## config.mk

```make
export PLATFORM = sky130hd
export DESIGN_NAME = twostage_wdog
export DESIGN_NICKNAME = d
export VERILOG_FILES = /design/src/rtl/wdog_pkg.sv /design/src/rtl/wdog_timer.sv /design/src/rtl/wdog_regs.sv /design/src/rtl/twostage_wdog.sv
export SDC_FILE = /design/constraint.sdc
export NUM_CORES = 1
export LEC_CHECK = 0
export ABC_AREA = 1
export BUFFER_PORTS_ARGS = -buffer_cell sky130_fd_sc_hd__buf_2
export CORE_MARGIN = 1
export CORE_UTILIZATION = 60
export DETAILED_ROUTE_END_ITERATION = 10
export GPL_TIMING_DRIVEN = 0
export PLACE_DENSITY = 0.79
export REMOVE_ABC_BUFFERS = 1
export SLEW_MARGIN = 20
export SYNTH_ARGS = -nofsm -noshare
export SYNTH_HDL_FRONTEND = slang
export SYNTH_SLANG_ARGS = --single-unit
```

## constraint.sdc

```tcl
create_clock -name clk -period 5.4 [get_ports clk]
set_clock_uncertainty 0.2 [all_clocks]
set_input_delay 0.27 -clock clk [delete_from_list [all_inputs] [get_ports clk]]
set_output_delay 0.27 -clock clk [all_outputs]
set_load 0.01 [all_outputs]
```

## src/rtl/wdog_pkg.sv

```systemverilog
package wdog_pkg;

    localparam int WORD_W = 16;
    localparam int ADDR_W = 5;

    localparam logic [ADDR_W-1:0] OFS_RELOAD = 5'h00;
    localparam logic [ADDR_W-1:0] OFS_MBOX   = 5'h02;
    localparam logic [ADDR_W-1:0] OFS_STAT_A = 5'h04;
    localparam logic [ADDR_W-1:0] OFS_STAT_B = 5'h06;
    localparam logic [ADDR_W-1:0] OFS_CTRL_A = 5'h08;
    localparam logic [ADDR_W-1:0] OFS_CTRL_B = 5'h0A;
    localparam logic [ADDR_W-1:0] OFS_MSG    = 5'h0C;
    localparam logic [ADDR_W-1:0] OFS_WDCNT  = 5'h0E;
    localparam logic [ADDR_W-1:0] OFS_SWIRQ  = 5'h10;
    localparam logic [ADDR_W-1:0] OFS_PERIOD = 5'h12;

    localparam logic [WORD_W-1:0] MASK_STAT_A = 16'hE870;
    localparam logic [WORD_W-1:0] MASK_STAT_B = 16'hFFF8;
    localparam logic [WORD_W-1:0] MASK_CTRL_A = 16'hFEFF;

    localparam logic [WORD_W-1:0] RST_PERIOD = 16'h0004;
    localparam logic [WORD_W-1:0] RST_CTRL_B = 16'h0008;
    localparam logic [7:0]        RST_SWIRQ  = 8'h03;

    localparam int BIT_HALT     = 11;
    localparam int BIT_LOCK     = 12;
    localparam int BIT_TIMEOUT  = 3;
    localparam int BIT_MBOX_IN  = 1;
    localparam int BIT_MBOX_OUT = 2;
    localparam int BIT_SECOND   = 1;
    localparam int BIT_BOOT     = 2;

    typedef enum logic [1:0] {
        ST_IDLE   = 2'd0,
        ST_COUNT  = 2'd1,
        ST_EXPIRE = 2'd2
    } wd_state_e;

    function automatic logic [WORD_W-1:0] lane_merge(
        input logic [WORD_W-1:0] cur,
        input logic [WORD_W-1:0] nxt,
        input logic [1:0]        be
    );
        logic [WORD_W-1:0] res;
        res = cur;
        for (int l = 0; l < 2; l++) begin
            if (be[l]) res[l*8 +: 8] = nxt[l*8 +: 8];
        end
        return res;
    endfunction

endpackage

```

## src/rtl/wdog_timer.sv

```systemverilog
module wdog_timer
    import wdog_pkg::*;
#(
    parameter int TICK_CYCLES = 120_000_000,
    parameter int PERIOD_W    = 10
) (
    input  logic                clk,
    input  logic                rst_n,
    input  logic                cmd_start,
    input  logic                cmd_stop,
    input  logic                clr_strike,
    input  logic [PERIOD_W-1:0] period,
    input  logic                no_reboot,
    input  logic                route_en,
    output logic                running,
    output logic [PERIOD_W-1:0] remain,
    output logic                fire,
    output logic                fire_second,
    output logic                fire_reset,
    output logic                smi_o,
    output logic                nmi_o,
    output logic                rst_req_o
);

    localparam int PRE_W = (TICK_CYCLES > 1) ? $clog2(TICK_CYCLES) : 1;
    localparam logic [PRE_W-1:0] PRE_LAST = PRE_W'(TICK_CYCLES - 1);

    wd_state_e           st_q, st_d;
    logic [PRE_W-1:0]    pre_q;
    logic [PERIOD_W-1:0] cnt_q;
    logic                strike_q;
    logic                tick, last, load;

    assign tick        = (st_q == ST_COUNT) && (pre_q == PRE_LAST);
    assign last        = (cnt_q <= PERIOD_W'(1));
    assign fire        = (st_q == ST_EXPIRE);
    assign fire_second = fire && strike_q;
    assign fire_reset  = fire_second && !no_reboot;
    assign load        = cmd_start || (fire && !fire_reset && !cmd_stop);
    assign running     = (st_q != ST_IDLE);
    assign remain      = cnt_q;

    // next-state logic
    always_comb begin
        st_d = st_q;
        unique case (st_q)
            ST_IDLE:   st_d = ST_IDLE;
            ST_COUNT:  if (tick && last) st_d = ST_EXPIRE;
            ST_EXPIRE: st_d = fire_reset ? ST_IDLE : ST_COUNT;
            default:   st_d = ST_IDLE;
        endcase
        if (cmd_start)     st_d = ST_COUNT;
        else if (cmd_stop) st_d = ST_IDLE;
    end

    // state register
    always_ff @(posedge clk) begin
        if (!rst_n) st_q <= ST_IDLE;
        else        st_q <= st_d;
    end

    // countdown datapath
    always_ff @(posedge clk) begin
        if (!rst_n) begin
            pre_q    <= '0;
            cnt_q    <= '0;
            strike_q <= 1'b0;
        end else begin
            if (load) begin
                cnt_q <= period;
                pre_q <= '0;
            end else if (tick) begin
                pre_q <= '0;
                if (!last) cnt_q <= cnt_q - PERIOD_W'(1);
            end else if (st_q == ST_COUNT) begin
                pre_q <= pre_q + PRE_W'(1);
            end
            if (clr_strike) strike_q <= 1'b0;
            else if (fire)  strike_q <= !strike_q;
        end
    end

    // outputs
    always_comb begin
        smi_o     = fire && !fire_reset && route_en;
        nmi_o     = fire && !fire_reset && !route_en;
        rst_req_o = fire_reset;
    end

    p_pulse_excl_r13: assert property (@(posedge clk) disable iff (!rst_n)
        $onehot0({smi_o, nmi_o, rst_req_o}));
    p_pulse_single_r13: assert property (@(posedge clk) disable iff (!rst_n)
        (smi_o || nmi_o || rst_req_o) |=> !(smi_o || nmi_o || rst_req_o));
    p_stop_after_reset_r8: assert property (@(posedge clk) disable iff (!rst_n)
        (rst_req_o && !cmd_start) |=> !running);
    p_no_small_start_r3: assert property (@(posedge clk) disable iff (!rst_n)
        !running |=> (!running || ($past(period) > PERIOD_W'(1))));

endmodule

```

## src/rtl/wdog_regs.sv

```systemverilog
module wdog_regs
    import wdog_pkg::*;
#(
    parameter int PERIOD_W = 10
) (
    input  logic                clk,
    input  logic                rst_n,
    input  logic                bus_we,
    input  logic [ADDR_W-1:0]   bus_addr,
    input  logic [1:0]          bus_be,
    input  logic [WORD_W-1:0]   bus_wdata,
    output logic [WORD_W-1:0]   bus_rdata,
    input  logic                route_we,
    input  logic                route_wdata,
    input  logic                running,
    input  logic [PERIOD_W-1:0] remain,
    input  logic                fire,
    input  logic                fire_second,
    input  logic                fire_reset,
    output logic [PERIOD_W-1:0] period,
    output logic                cmd_start,
    output logic                cmd_stop,
    output logic                clr_strike,
    output logic                route_en,
    output logic                mbox_smi
);

    logic [WORD_W-1:0] reload_q, mbox_q, stat_a_q, stat_b_q;
    logic [WORD_W-1:0] ctrl_a_q, ctrl_b_q, msg_q, period_q;
    logic [7:0]        wdcnt_q, swirq_q;
    logic              route_q, mbox_smi_q;

    logic              any_be;
    logic              wr_reload, wr_mbox, wr_stat_a, wr_stat_b, wr_ctrl_a;
    logic              wr_ctrl_b, wr_msg, wr_wdcnt, wr_swirq, wr_period;
    logic              din_wr, dout_wr;
    logic [WORD_W-1:0] ctrl_a_new;
    logic              may_run_now, may_run_new;

    assign any_be    = |bus_be;
    assign wr_reload = bus_we && any_be && (bus_addr == OFS_RELOAD);
    assign wr_mbox   = bus_we && any_be && (bus_addr == OFS_MBOX);
    assign wr_stat_a = bus_we && any_be && (bus_addr == OFS_STAT_A);
    assign wr_stat_b = bus_we && any_be && (bus_addr == OFS_STAT_B);
    assign wr_ctrl_a = bus_we && any_be && (bus_addr == OFS_CTRL_A);
    assign wr_ctrl_b = bus_we && any_be && (bus_addr == OFS_CTRL_B);
    assign wr_msg    = bus_we && any_be && (bus_addr == OFS_MSG);
    assign wr_wdcnt  = bus_we && bus_be[0] && (bus_addr == OFS_WDCNT);
    assign wr_swirq  = bus_we && bus_be[0] && (bus_addr == OFS_SWIRQ);
    assign wr_period = bus_we && any_be && (bus_addr == OFS_PERIOD);
    assign din_wr    = wr_mbox && bus_be[0];
    assign dout_wr   = wr_mbox && bus_be[1];

    assign ctrl_a_new  = (lane_merge(ctrl_a_q, bus_wdata, bus_be) & MASK_CTRL_A)
                       | (ctrl_a_q & (WORD_W'(1) << BIT_LOCK));
    assign period      = period_q[PERIOD_W-1:0];
    assign may_run_now = !ctrl_a_q[BIT_HALT] && (period > PERIOD_W'(1));
    assign may_run_new = !ctrl_a_new[BIT_HALT] && (period > PERIOD_W'(1));

    assign cmd_start  = (wr_reload && may_run_now) || (wr_ctrl_a && may_run_new);
    assign cmd_stop   = wr_ctrl_a && !may_run_new;
    assign clr_strike = wr_reload;
    assign route_en   = route_q;
    assign mbox_smi   = mbox_smi_q;

    always_ff @(posedge clk) begin
        if (!rst_n) begin
            reload_q   <= '0;
            mbox_q     <= '0;
            stat_a_q   <= '0;
            stat_b_q   <= '0;
            ctrl_a_q   <= '0;
            ctrl_b_q   <= RST_CTRL_B;
            msg_q      <= '0;
            wdcnt_q    <= '0;
            swirq_q    <= RST_SWIRQ;
            period_q   <= RST_PERIOD;
            route_q    <= 1'b0;
            mbox_smi_q <= 1'b0;
        end else begin
            // reload word: bus write first, expiry update otherwise
            if (wr_reload)
                reload_q <= may_run_now ? period_q
                                        : lane_merge(reload_q, bus_wdata, bus_be);
            else if (wr_ctrl_a && may_run_new)
                reload_q <= period_q;
            else if (fire)
                reload_q <= fire_reset ? '0 : period_q;

            if (wr_mbox)   mbox_q   <= lane_merge(mbox_q, bus_wdata, bus_be);
            if (wr_ctrl_a) ctrl_a_q <= ctrl_a_new;
            if (wr_ctrl_b) ctrl_b_q <= lane_merge(ctrl_b_q, bus_wdata, bus_be);
            if (wr_msg)    msg_q    <= lane_merge(msg_q, bus_wdata, bus_be);
            if (wr_wdcnt)  wdcnt_q  <= bus_wdata[7:0];
            if (wr_swirq)  swirq_q  <= bus_wdata[7:0];
            if (wr_period) period_q <= lane_merge(period_q, bus_wdata, bus_be);

            // status words: masked software write, then hardware set bits
            begin
                logic [WORD_W-1:0] sa, sb;
                sa = wr_stat_a ? lane_merge(stat_a_q, bus_wdata & MASK_STAT_A, bus_be)
                               : stat_a_q;
                sb = wr_stat_b ? lane_merge(stat_b_q, bus_wdata & MASK_STAT_B, bus_be)
                               : stat_b_q;
                if (fire)    sa[BIT_TIMEOUT]  = 1'b1;
                if (din_wr)  sa[BIT_MBOX_IN]  = 1'b1;
                if (dout_wr) sa[BIT_MBOX_OUT] = 1'b1;
                if (fire_second) begin
                    sb[BIT_SECOND] = 1'b1;
                    sb[BIT_BOOT]   = 1'b1;
                end
                stat_a_q <= sa;
                stat_b_q <= sb;
            end

            if (route_we && !ctrl_a_q[BIT_LOCK]) route_q <= route_wdata;
            mbox_smi_q <= din_wr;
        end
    end

    // read mux
    always_comb begin
        bus_rdata = '0;
        case (bus_addr)
            OFS_RELOAD: bus_rdata = running ? {reload_q[WORD_W-1:PERIOD_W], remain}
                                            : reload_q;
            OFS_MBOX:   bus_rdata = mbox_q;
            OFS_STAT_A: bus_rdata = stat_a_q;
            OFS_STAT_B: bus_rdata = stat_b_q;
            OFS_CTRL_A: bus_rdata = ctrl_a_q;
            OFS_CTRL_B: bus_rdata = ctrl_b_q;
            OFS_MSG:    bus_rdata = msg_q;
            OFS_WDCNT:  bus_rdata = {8'h00, wdcnt_q};
            OFS_SWIRQ:  bus_rdata = {8'h00, swirq_q};
            OFS_PERIOD: bus_rdata = period_q;
            default:    bus_rdata = '0;
        endcase
    end

    p_lock_sticky_r5: assert property (@(posedge clk) disable iff (!rst_n)
        ctrl_a_q[BIT_LOCK] |=> ctrl_a_q[BIT_LOCK]);
    p_route_frozen_r11: assert property (@(posedge clk) disable iff (!rst_n)
        ctrl_a_q[BIT_LOCK] |=> $stable(route_q));
    p_timeout_flag_r7: assert property (@(posedge clk) disable iff (!rst_n)
        fire |=> stat_a_q[BIT_TIMEOUT]);

endmodule

```

## src/rtl/twostage_wdog.sv

```systemverilog
module twostage_wdog
    import wdog_pkg::*;
#(
    parameter int TICK_CYCLES = 120_000_000,
    parameter int PERIOD_W    = 10
) (
    input  logic        clk,
    input  logic        rst_n,
    input  logic        bus_we,
    input  logic [4:0]  bus_addr,
    input  logic [1:0]  bus_be,
    input  logic [15:0] bus_wdata,
    output logic [15:0] bus_rdata,
    input  logic        route_we,
    input  logic        route_wdata,
    input  logic        no_reboot,
    output logic        route_en_o,
    output logic        smi_o,
    output logic        nmi_o,
    output logic        rst_req_o
);

    logic [PERIOD_W-1:0] period, remain;
    logic cmd_start, cmd_stop, clr_strike, running;
    logic fire, fire_second, fire_reset, timer_smi, mbox_smi;

    wdog_regs #(.PERIOD_W(PERIOD_W)) u_regs (
        .clk         (clk),
        .rst_n       (rst_n),
        .bus_we      (bus_we),
        .bus_addr    (bus_addr),
        .bus_be      (bus_be),
        .bus_wdata   (bus_wdata),
        .bus_rdata   (bus_rdata),
        .route_we    (route_we),
        .route_wdata (route_wdata),
        .running     (running),
        .remain      (remain),
        .fire        (fire),
        .fire_second (fire_second),
        .fire_reset  (fire_reset),
        .period      (period),
        .cmd_start   (cmd_start),
        .cmd_stop    (cmd_stop),
        .clr_strike  (clr_strike),
        .route_en    (route_en_o),
        .mbox_smi    (mbox_smi)
    );

    wdog_timer #(.TICK_CYCLES(TICK_CYCLES), .PERIOD_W(PERIOD_W)) u_timer (
        .clk         (clk),
        .rst_n       (rst_n),
        .cmd_start   (cmd_start),
        .cmd_stop    (cmd_stop),
        .clr_strike  (clr_strike),
        .period      (period),
        .no_reboot   (no_reboot),
        .route_en    (route_en_o),
        .running     (running),
        .remain      (remain),
        .fire        (fire),
        .fire_second (fire_second),
        .fire_reset  (fire_reset),
        .smi_o       (timer_smi),
        .nmi_o       (nmi_o),
        .rst_req_o   (rst_req_o)
    );

    assign smi_o = timer_smi || mbox_smi;

endmodule

```

==> flow_summary_export.csv <==
group,metric,value,unit
timing,slew_violations,0,
grt,grtUsageTotal,32.6,%
clock_network,clk_pin_slew_worst_paths,0.07,ns
worst_hold_path,hold_path_depth,3,
floorplan,rows,43,
yosys,async_flop_share,0,%
worst_hold_path,hold_path_class,"in -> reg",
critical_path,r2r-start,"u_regs.period_q[4]$_SDFFE_PN0P_",
cells_and_area,instances_no_fill,1462,
yosys,ys_warn_count,0,
grt,grt.overflow.total,0,
yosys,synth_top_area_share,40.6,%
floorplan,dieArea,15000,sq um
cells_and_area,diodes,0,
drt,final_antenna_net_count,0,
clock_network,cts_made_buffers,17,
drt,vias,8341,
drt,drtIter0Drc,993,
timing,fmax,355,MHz
timing,layout_min_cycle_time,2.82,ns
power_and_ir_drop,p_leak,3.87,nW
grt,grt_pass1_vias,7628,
clock_network,worstSkewPairLatency,0.43,ns
clock_network,cts_tree,"built",
critical_path,r2r_cells,10,
clock_network,ctsRootBufferMaster,"clkbuf_16",
grt,grt_max_degree,68,
yosys,ys_top_cells_by_area,"dfxtp_1 41%, nand2_1 9.8%, a21oi_1 8.0%, o21ai_0 7.7%, nor2_1 6.3%",
cells_and_area,drive_gt1_share,9.98,%
floorplan,initial_core_util,62.2,%
floorplan,coreArea,14000,sq um
floorplan,chipHeight,123,um
yosys,yosysUniqueCellTypes,43,
timing,rsz0062_at_grt,"no",
yosys,ys.flop_type,"dfxtp_1",
yosys,avgSynthCellArea,7.05,sq um
timing,setup_tns,0,ns
yosys,yosys.area.top_type,"dfxtp_1",
grt,grt_pass1_wl,37900,um
power_and_ir_drop,ir_drop,0.357,mV
clock_network,clockBufferDepth,2,
drt,routed_wl,23400,um
yosys,ys_seq_area_share,40.6,%
yosys,synth_edf_count,0,
drt,dr.pass1.iters,6,
critical_path,critPathLaunchType,"input pin",
worst_hold_path,hold_start,"bus_wdata[2]",
floorplan,ios,49,
critical_path,crit_fanout,12,
placement,hpwl,15700,um
timing,tightest_slew,1.10,ns
timing,min_period_over_period,52.2,%
placement,io_buffer_count,48,
cells_and_area,mostFrequentLayoutCell,"nand2_1",
critical_path,cp.required,4.93,ns
power_and_ir_drop,powerDensity,289,nW/um^2
yosys,synthCells,1238,
critical_path,worstReg2RegEnd,"u_regs.reload_q[5]$_SDFFE_PN0P_",
worst_hold_path,holdPathEnd,"u_regs.mbox_q[2]$_SDFFE_PN0P_",
drt,drc,0,
placement,dp_cells,1414,
yosys,ys_seq_elements,177,
critical_path,crit_type,"in -> out",
critical_path,worstPathArrival,2.35,ns
flow_run,cap_violations,0,
drt,viasPerCell,5.71,
cells_and_area,num-nets-final,1304,
grt,grt_antenna_before_repair,0,
status,outcome,"finished, final reports clean",
cells_and_area,area.growth.synth_to_final,11.9,%
cells_and_area,final_cell_mix,"229 x nand2_1, 177 x dfxtp_1, 146 x nor2_1",
critical_path,end_kind,"primary output",
yosys,syn_area,8730,sq um
floorplan,fp.dieW,123,um
timing,setup-violations-final,0,
drt,wl_per_cell,16.0,um
timing,hold_violations,0,
timing,slew_headroom,26.7,%
placement,place.gp.congestion,0.892,
clock_network,h-tree-depth,4,
critical_path,reg2reg_slack,2.87,ns
clock_network,cts.sinks,177,
[critical path, stage by stage]
cell	delay, ns
buf_2	0.13
inv_2	0.07
nand2_1	0.08
nor3_2	0.70
buf_6	0.25
inv_1	0.17
nor2_1	0.26
a211oi_1	0.11
nand4_1	0.16
buf_2	0.14
[worst max-delay path by stage]
stage                start                               end  slack (ns)  cells past startpoint
4_1_cts        bus_addr[3]                      bus_rdata[2]        2.62                     10
3_3_place_gp   bus_addr[3]                      bus_rdata[2]        1.15                      9
6_report       bus_addr[3]                      bus_rdata[2]        2.58                     10
5_1_grt        bus_addr[0]                      bus_rdata[3]        2.49                     11
2_1_floorplan  bus_addr[3]  u_regs.stat_b_q[10]$_SDFFE_PN0P_        2.83                      6
3_5_place_dp   bus_addr[0]   u_regs.ctrl_b_q[2]$_SDFFE_PN0P_        2.61                      9
[power breakdown]
part	internal (mW)	switching [mW]
logic	0.0457	0.105
clock network	0.797	0.552
registers	1.32	0.00615
[Yosys cell counts, types with 3 or more instances]
cell type,instances
dfxtp_1,177
nor2_8,3
buf_2,10
a21oi_1,140
inv_1,132
nor3b_1,3
nand3_1,68
o21ai_0,135
xor2_1,21
nand2_2,3
nor2_1,147
o2111ai_1,6
o211ai_1,4
nand2_1,229
ha_1,6
nor2_4,4
nor2_2,9
a21oi_2,3
nand3_4,4
nand4_1,8
a221oi_1,18
nand2_4,6
a22oi_1,6
xnor2_1,6
nor3_1,11
clkbuf_1,31
buf_4,6
o22ai_1,13
inv_2,7
buf_6,5
[area by class of cell]
| cell class | count | area [sq um] |
|---|---|---|
| sequential | 177 | 3540 |
| inverter | 140 | 528 |
| clock inverter | 13 | 194 |
| timing repair buffer | 66 | 442 |
| tap | 180 | 225 |
| clock buffer | 19 | 443 |
| multi-input combinational | 867 | 4390 |
| fill | 1198 | 4280 |
[stage by stage]
step                      area, sq um  total power [mW]  hold slack [ns]  setup WS, ns  util [%]
after global routing             9770              2.90          0.00485          2.49      69.6
after floorplan                  8460              1.43            0.169          2.83         -
after detailed placement         8970              1.49            0.244          2.61      63.9
final                            9770              2.82           0.0151          2.58      69.6
after global placement           8920              1.48            0.238          1.15      63.5
after CTS                        9760              2.82          0.00501          2.62      69.5
[per-layer routing]
| layer | routed length (um) | vias up | GRT usage, % | part of all wire [%] |
|---|---|---|---|---|
| met2 | 10800 | 323 | 51.9 | 46 |
| met3 | 1520 | 51 | 4.60 | 6.5 |
| met4 | 602 | 0 | 13.3 | 2.6 |
| met5 | 0 | - | 0 | 0 |
| met1 | 10500 | 3819 | 44.1 | 45 |
| li1 | - | 4148 | - | - |
[cells by family after synthesis]
family                     count (synthesis)  synth area share, %
AOI/OAI and AO/OA                        334                 21.0
xor gates and xnor gates                  27                 2.71
adders and majority gates                  6                0.860
buffers and inverters                    194                 9.20
DFF                                      177                 40.6
and+or+nand+nor                          500                 25.6
[registers in the layout, indices dropped and copies added, names as in the netlist]
register / cells
u_regs.swirq_q: 8
u_regs.ctrl_a_q: 15
u_regs.period_q: 16
u_regs.stat_a_q: 10
u_timer.pre_q: 27
u_regs.ctrl_b_q: 16
u_timer.st_q: 2
u_regs.msg_q: 16
u_regs.wdcnt_q: 8
u_regs.mbox_q: 16
u_regs.route_en: 1
u_regs.mbox_smi: 1
u_regs.stat_b_q: 14
u_regs.reload_q: 16
u_timer.remain: 10
u_timer.strike_q: 1
[repair_timing]
action | 4_1_cts | 5_1_grt
hold buffers | 16 | 0
hold endpoints to repair | 45 | 0
setup buffers | 0 | 0
resized for setup | 0 | 0
(Power assumes the default switching activity.)
